[src/rtl/fade_pkg.sv]
package fade_pkg;

    localparam int DUTY_W = 25;
    localparam int FLD_W  = 10;

    typedef logic [DUTY_W-1:0] duty_t;
    typedef logic [FLD_W-1:0]  fld_t;

    typedef struct packed {
        fld_t scale;
        fld_t interval;
        fld_t count;
        logic up;
    } ramp_cfg_t;

    // Effective number of periods between steps: zero is read as one.
    function automatic fld_t eff_interval(input fld_t iv);
        fld_t r;
        r = (iv == '0) ? fld_t'(1) : iv;
        return r;
    endfunction

    // One saturating step of the duty word.
    function automatic duty_t sat_step(input duty_t d, input fld_t s, input logic up);
        logic [DUTY_W:0] wide;
        duty_t           r;
        duty_t           s_ext;
        s_ext = duty_t'(s);
        if (up) begin
            wide = {1'b0, d} + {1'b0, s_ext};
            r    = wide[DUTY_W] ? '1 : wide[DUTY_W-1:0];
        end else begin
            r = (s_ext > d) ? '0 : (d - s_ext);
        end
        return r;
    endfunction

endpackage

[src/rtl/ramp_cfg_latch.sv]
module ramp_cfg_latch
    import fade_pkg::*;
(
    input  logic      clk,
    input  logic      rst,
    input  logic      cfg_wr,
    input  logic      cfg_start,
    input  ramp_cfg_t cfg_in,
    output ramp_cfg_t cfg_q,
    output logic      pending
);

    // Settings are captured only together with the start flag.
    always_ff @(posedge clk) begin
        if (rst) begin
            cfg_q   <= '0;
            pending <= 1'b0;
        end else if (cfg_wr && cfg_start) begin
            cfg_q   <= cfg_in;
            pending <= 1'b1;
        end else begin
            pending <= 1'b0;
        end
    end

    AST_START_SELF_CLEAR: assert property (@(posedge clk) disable iff (rst)
        (pending && !(cfg_wr && cfg_start)) |=> !pending);

    AST_SETTINGS_HELD: assert property (@(posedge clk) disable iff (rst)
        !(cfg_wr && cfg_start) |=> $stable(cfg_q));

endmodule

[src/rtl/ramp_pacer.sv]
module ramp_pacer
    import fade_pkg::*;
(
    input  logic clk,
    input  logic rst,
    input  logic arm,
    input  logic active,
    input  logic tick,
    input  fld_t interval,
    output logic step_en
);

    fld_t cnt;
    fld_t eff;

    always_comb begin
        eff     = eff_interval(interval);
        step_en = active && tick && !arm && (cnt == eff - fld_t'(1));
    end

    always_ff @(posedge clk) begin
        if (rst || arm) begin
            cnt <= '0;
        end else if (active && tick) begin
            cnt <= step_en ? '0 : cnt + fld_t'(1);
        end
    end

    AST_PACE_BELOW_INTERVAL: assert property (@(posedge clk) disable iff (rst)
        active |-> (cnt < eff));

endmodule

[src/rtl/ramp_stepper.sv]
module ramp_stepper
    import fade_pkg::*;
(
    input  logic      clk,
    input  logic      rst,
    input  logic      arm,
    input  ramp_cfg_t cfg,
    input  logic      step_en,
    input  logic      load,
    input  duty_t     load_val,
    output duty_t     duty,
    output logic      active,
    output logic      done
);

    fld_t rem;

    always_ff @(posedge clk) begin
        if (rst) begin
            rem    <= '0;
            active <= 1'b0;
            done   <= 1'b0;
        end else begin
            done <= 1'b0;
            if (arm) begin
                rem    <= cfg.count;
                active <= (cfg.count != '0);
                done   <= (cfg.count == '0);
            end else if (step_en) begin
                rem <= rem - fld_t'(1);
                if (rem == fld_t'(1)) begin
                    active <= 1'b0;
                    done   <= 1'b1;
                end
            end
        end
    end

    always_ff @(posedge clk) begin
        if (rst) begin
            duty <= '0;
        end else if (load) begin
            duty <= load_val;
        end else if (step_en) begin
            duty <= sat_step(duty, cfg.scale, cfg.up);
        end
    end

    AST_DONE_ENDS_RAMP: assert property (@(posedge clk) disable iff (rst)
        done |-> !active);

    AST_IDLE_HOLDS_DUTY: assert property (@(posedge clk) disable iff (rst)
        (!active && !load) |=> $stable(duty));

    AST_UP_NO_WRAP: assert property (@(posedge clk) disable iff (rst)
        (step_en && cfg.up && !load) |=> (duty >= $past(duty)));

    AST_DOWN_NO_WRAP: assert property (@(posedge clk) disable iff (rst)
        (step_en && !cfg.up && !load) |=> (duty <= $past(duty)));

endmodule

[src/rtl/duty_ramp_top.sv]
module duty_ramp_top
    import fade_pkg::*;
(
    input  logic              clk,
    input  logic              rst,
    input  logic              period_tick,
    input  logic              duty_wr,
    input  logic [DUTY_W-1:0] duty_wdata,
    input  logic              cfg_wr,
    input  logic              cfg_start,
    input  logic [FLD_W-1:0]  cfg_scale,
    input  logic [FLD_W-1:0]  cfg_interval,
    input  logic [FLD_W-1:0]  cfg_count,
    input  logic              cfg_up,
    output logic [DUTY_W-1:0] duty_level,
    output logic              start_pending,
    output logic              ramp_active,
    output logic              fade_done
);

    ramp_cfg_t cfg_in;
    ramp_cfg_t cfg_q;
    logic      step_en;

    always_comb begin
        cfg_in.scale    = cfg_scale;
        cfg_in.interval = cfg_interval;
        cfg_in.count    = cfg_count;
        cfg_in.up       = cfg_up;
    end

    ramp_cfg_latch u_latch (
        .clk       (clk),
        .rst       (rst),
        .cfg_wr    (cfg_wr),
        .cfg_start (cfg_start),
        .cfg_in    (cfg_in),
        .cfg_q     (cfg_q),
        .pending   (start_pending)
    );

    ramp_pacer u_pacer (
        .clk      (clk),
        .rst      (rst),
        .arm      (start_pending),
        .active   (ramp_active),
        .tick     (period_tick),
        .interval (cfg_q.interval),
        .step_en  (step_en)
    );

    ramp_stepper u_stepper (
        .clk      (clk),
        .rst      (rst),
        .arm      (start_pending),
        .cfg      (cfg_q),
        .step_en  (step_en),
        .load     (duty_wr),
        .load_val (duty_wdata),
        .duty     (duty_level),
        .active   (ramp_active),
        .done     (fade_done)
    );

    AST_TICK_IDLE_NO_DONE: assert property (@(posedge clk) disable iff (rst)
        (!ramp_active && !start_pending) |=> !fade_done);

endmodule

[config.mk]
export PLATFORM = sky130hd
export DESIGN_NAME = duty_ramp_top
export DESIGN_NICKNAME = d
export VERILOG_FILES = /design/src/rtl/fade_pkg.sv /design/src/rtl/ramp_cfg_latch.sv /design/src/rtl/ramp_pacer.sv /design/src/rtl/ramp_stepper.sv /design/src/rtl/duty_ramp_top.sv
export SDC_FILE = /design/constraint.sdc
export NUM_CORES = 1
export LEC_CHECK = 0
export ABC_AREA = 1
export BUFFER_PORTS_ARGS = -buffer_cell sky130_fd_sc_hd__buf_2
export CAP_MARGIN = 40
export CORE_ASPECT_RATIO = 1.5
export CORE_MARGIN = 2
export CORE_UTILIZATION = 59
export DETAILED_ROUTE_END_ITERATION = 6
export PLACE_DENSITY = 0.81
export REMOVE_ABC_BUFFERS = 1
export SLEW_MARGIN = 10
export SYNTH_ARGS = -nofsm -noshare
export SYNTH_HDL_FRONTEND = slang
export SYNTH_HIERARCHICAL = 1
export SYNTH_SLANG_ARGS = --single-unit
[constraint.sdc]
create_clock -name clk -period 3.4 [get_ports clk]
set_clock_uncertainty 0.2 [all_clocks]
set_input_delay 0.68 -clock clk [delete_from_list [all_inputs] [get_ports clk]]
set_output_delay 0.68 -clock clk [all_outputs]
set_load 0.1 [all_outputs]
==> flow_summary.toml <==
[place]
dp.cells = 1356
portBuffers = 89
post-dp-hpwl_um = 15000
place_congestion = 1.01

[timing]
hold_viol = 0
clock.fmax_ghz = 0.321
finalSetupViolCount = 0
period_needed_ps = 3110
relSlewSlack_pct = 46.4
drv_slew = 0
holdWs_ps = 311
rsz0062_at_grt = "no"
worst_pin_slew_ps = 803
finalCritPeriodShare_pct = 91.5

[clock_tree]
path_clk_slew_ps = 70
clock_sinks = 79
cts_made_buffers = 9
clock_latency_ps = 350
clock_path_buffers = 2
cts_tree = "done"
htreeDepth = 3
clockRootBuffer = "clkbuf_16"

[setup_path]
crit_path_end = "u_stepper/duty[2]$_SDFFE_PP0P_"
path_common_cell = "nand2_1"
worstSetupPathType = "flop to flop"
slowest_delay_ps = 420
worstSetupEndpointType = "flop"
worstSetupStartpoint = "u_latch/cfg_q[17]$_SDFFE_PP0P_"
path_cells = "nor2_1 > nand2_2 > inv_2 > a21oi_2 > ha_1 > nand2_1 > nor2_1 > nand2_2 > nand2_1 > nand2_1 > nor2_2 > nand2_1 > nor2_2 > nand4_2 > inv_1 > inv_1 > nor2_2 > nand3_1 > o21ai_0 > inv_1"
crit_arrival_ps = 3150
worstReg2RegStart = "u_latch/cfg_q[17]$_SDFFE_PP0P_"
r2r-end = "u_stepper/duty[2]$_SDFFE_PP0P_"
cpMaxStageDelayCell = "dfxtp_1"
worstPathRequired_ps = 3440
worstPathMaxFanout = 6
startpoint_type = "flop"
r2r_setup_slack_ps = 290
reg2reg_depth = 20

[grt]
grtUsageMet3_pct = 5.08
grt_max_degree = 64
grtUsageTotal_pct = 33.3
gr-total-overflow = 0
grt_pass1_wl_um = 32800
antenna_found_initial = 0
grt_busiest_layer = "met2"
grt_pass1_vias = 7267
met2_usage_pct = 64.2
grt_use_met1_pct = 33.0

[power]
p_sw_mw = 1.28
pwr-share-clk_pct = 33.1
p_leak_nw = 4.00
comb_power_share_pct = 33.8
ir_drop_mv = 0.308
p_seq_share_pct = 33.0
intPower_mw = 1.92
p_per_area_nw_per_um2 = 424
netSwitchingFraction_pct = 40.0

[route]
drc = 0
ant_nets = 0
vias_per_cell = 5.39
drtIter0Drc = 379
wl_per_cell_um = 14.6
vias = 7398
wirelength_um = 20100
dr.pass1.iters = 6

[die]
die_h_um = 135
dieWidth_um = 91.2
start_util_pct = 60.9
ios = 90
dieArea_sq_um = 12300
rows = 47
core_area_sq_um = 11100

[cells_and_area]
fill_cells = 1144
area_delta_synth_final_pct = 12.0
drive_gt1_share_pct = 15.5
n_antenna_cell = 0
nets = 1308
final_core_util_pct = 68.2
ff_latch_area_sq_um = 1580
multi_input_area_sq_um = 4320
instances_no_fill = 1372

[status]
status = "finished clean"

[synthesis]
ys_ff_latch = 79
synthDistinctLibCells = 45
syn_inst = 1149
netlist_area_sq_um = 6730
yosysWarnings = 6
syn_avg_cell_area_sq_um = 5.86
synth_seq_area_share_pct = 23.5

[run]
maxCapViolCount = 0

[hold_path]
hold_class = "flop to flop"
-- cell type report --
type                            count  area share [%]
Clock buffer                       11            3.35
Inverter                          161            8.04
Clock inverter                      5           0.847
Multi-Input combinational cell    870            57.3
Tap cell                          147            2.44
Timing Repair Buffer               99            7.07
Sequential cell                    79            21.0
-- worst min-delay path by stage --
| stage | cells past startpoint | startpoint | end | slack, ps |
|---|---|---|---|---|
| floorplan | 2 | u_latch/cfg_q[8]$_SDFFE_PP0P_ | u_stepper/rem[7]$_SDFFE_PP0P_ | 260 |
| global placement | 2 | u_latch/cfg_q[3]$_SDFFE_PP0P_ | u_stepper/rem[2]$_SDFFE_PP0P_ | 290 |
| detailed placement | 2 | u_latch/cfg_q[9]$_SDFFE_PP0P_ | u_stepper/rem[8]$_SDFFE_PP0P_ | 300 |
| CTS | 2 | u_latch/cfg_q[3]$_SDFFE_PP0P_ | u_stepper/rem[2]$_SDFFE_PP0P_ | 310 |
| global route | 2 | u_pacer/cnt[4]$_SDFFE_PP0P_ | u_pacer/cnt[4]$_SDFFE_PP0P_ | 320 |
| finish | 2 | u_latch/cfg_q[3]$_SDFFE_PP0P_ | u_stepper/rem[2]$_SDFFE_PP0P_ | 310 |
-- per-layer routing --
metal / up-vias / share of wire, %
met5: - / 0
met4: 0 / 5.9
met3: 82 / 5.1
met2: 255 / 53
met1: 3332 / 36
li1: 3729 / -
-- power groups by stage --
stage               sequential [mW]  combinational [mW]  clock, mW
finish                         1.06                1.08       1.06
global route                   1.07                1.19       1.10
CTS                            1.06                1.07       1.06
detailed placement             1.08                1.06          0
global placement               1.08                1.05          0
floorplan                      1.24               0.624          0
-- placed cells by master, fill, tap and decap left out, types with 2 or more instances in the layout --
master     count
inv_6          2
nor3_1        16
buf_2         89
o21ai_0       32
nand2_4        3
nand3b_1       4
o21bai_1       3
and2_1         6
nand4_1       16
nor3_2         2
buf_4          9
or2_2         16
fa_1           2
nand2_2       10
a21oi_2        6
o221ai_1       3
clkbuf_16      9
inv_2         11
nor2_1       150
a31oi_1        8
nor4_1         2
nand3_1       93
o21ai_1        3
a21oi_1       38
clkbuf_8       2
inv_1        149
o311ai_0       2
a22oi_1        5
xnor2_1        5
xor2_1        27
ha_1          24
nand2_1      364
nor3_4         2
nor2_2        17
nor2_4         2
dfxtp_1       79
-- logic make-up (layout without fill, tap and decap cells) --
family / Yosys count / after routing / synth area share [%]
compound gates: 105 / 105 / 9.20
xor+xnor: 32 / 32 / 4.16
fa+ha+maj: 26 / 26 / 5.06
buf+inv: 200 / 276 / 12.5
flops: 79 / 79 / 23.5
simple gates: 707 / 707 / 45.6
-- through the flow --
| stage | TNS, ps | power (mW) | setup WS (ps) | instance area [sq um] |
|---|---|---|---|---|
| CTS | 0 | 3.19 | 222 | 7530 |
| finish | 0 | 3.20 | 289 | 7540 |
| floorplan | -55.3 | 1.87 | -55.3 | 6500 |
| global placement | 0 | 2.13 | 392 | 7210 |
| global route | 0 | 3.36 | 47.7 | 7540 |
| detailed placement | 0 | 2.14 | 291 | 7210 |
-- synthesized netlist by cell type, drive strengths merged --
library cell	number	share of area [%]
nor4	2	0.19
inv	160	8.9
a21oi	44	3.6
o21bai	3	0.33
o221a	1	0.17
o221ai	3	0.39
ha	24	4.5
xor2	27	3.5
o211ai	1	0.11
nand2	377	22
clkbuf	14	0.78
o311ai	2	0.26
and2	6	0.56
fa	2	0.59
xnor2	5	0.65
clkinv	1	0.074
nand4	17	1.7
nor2	169	10
nand3b	4	0.45
nor3	20	2.0
or2	16	1.5
a31oi	8	0.74
o21ai	36	2.7
dfxtp	79	23
nor3b	2	0.30
o2111a	1	0.17
nand3	94	7.1
a22oi	5	0.56
buf	25	2.7
a211o	1	0.13
-- what timing repair did --
action	4_1_cts	5_1_grt
setup endpoints to repair	0	2
hold buffers	0	0
buffers inserted	0	0
gates resized for setup	0	2
-- flip-flops by register name (all words and copies together) (netlist names) --
name	flops
u_latch/cfg_q	31
u_latch/pending	1
u_pacer/cnt	10
u_stepper/active	1
u_stepper/done	1
u_stepper/duty	25
u_stepper/rem	10
-- critical path: cells and delay by family, from the launching register on --
kind                       cells  cell delay (ps)
AOI/OAI and AO/OA              2              400
adders and majority gates      1              260
buffers and inverters          4              430
DFF                            1              420
and+or+nand+nor               13             1280
No activity file was read; power rests on OpenSTA's default activity.
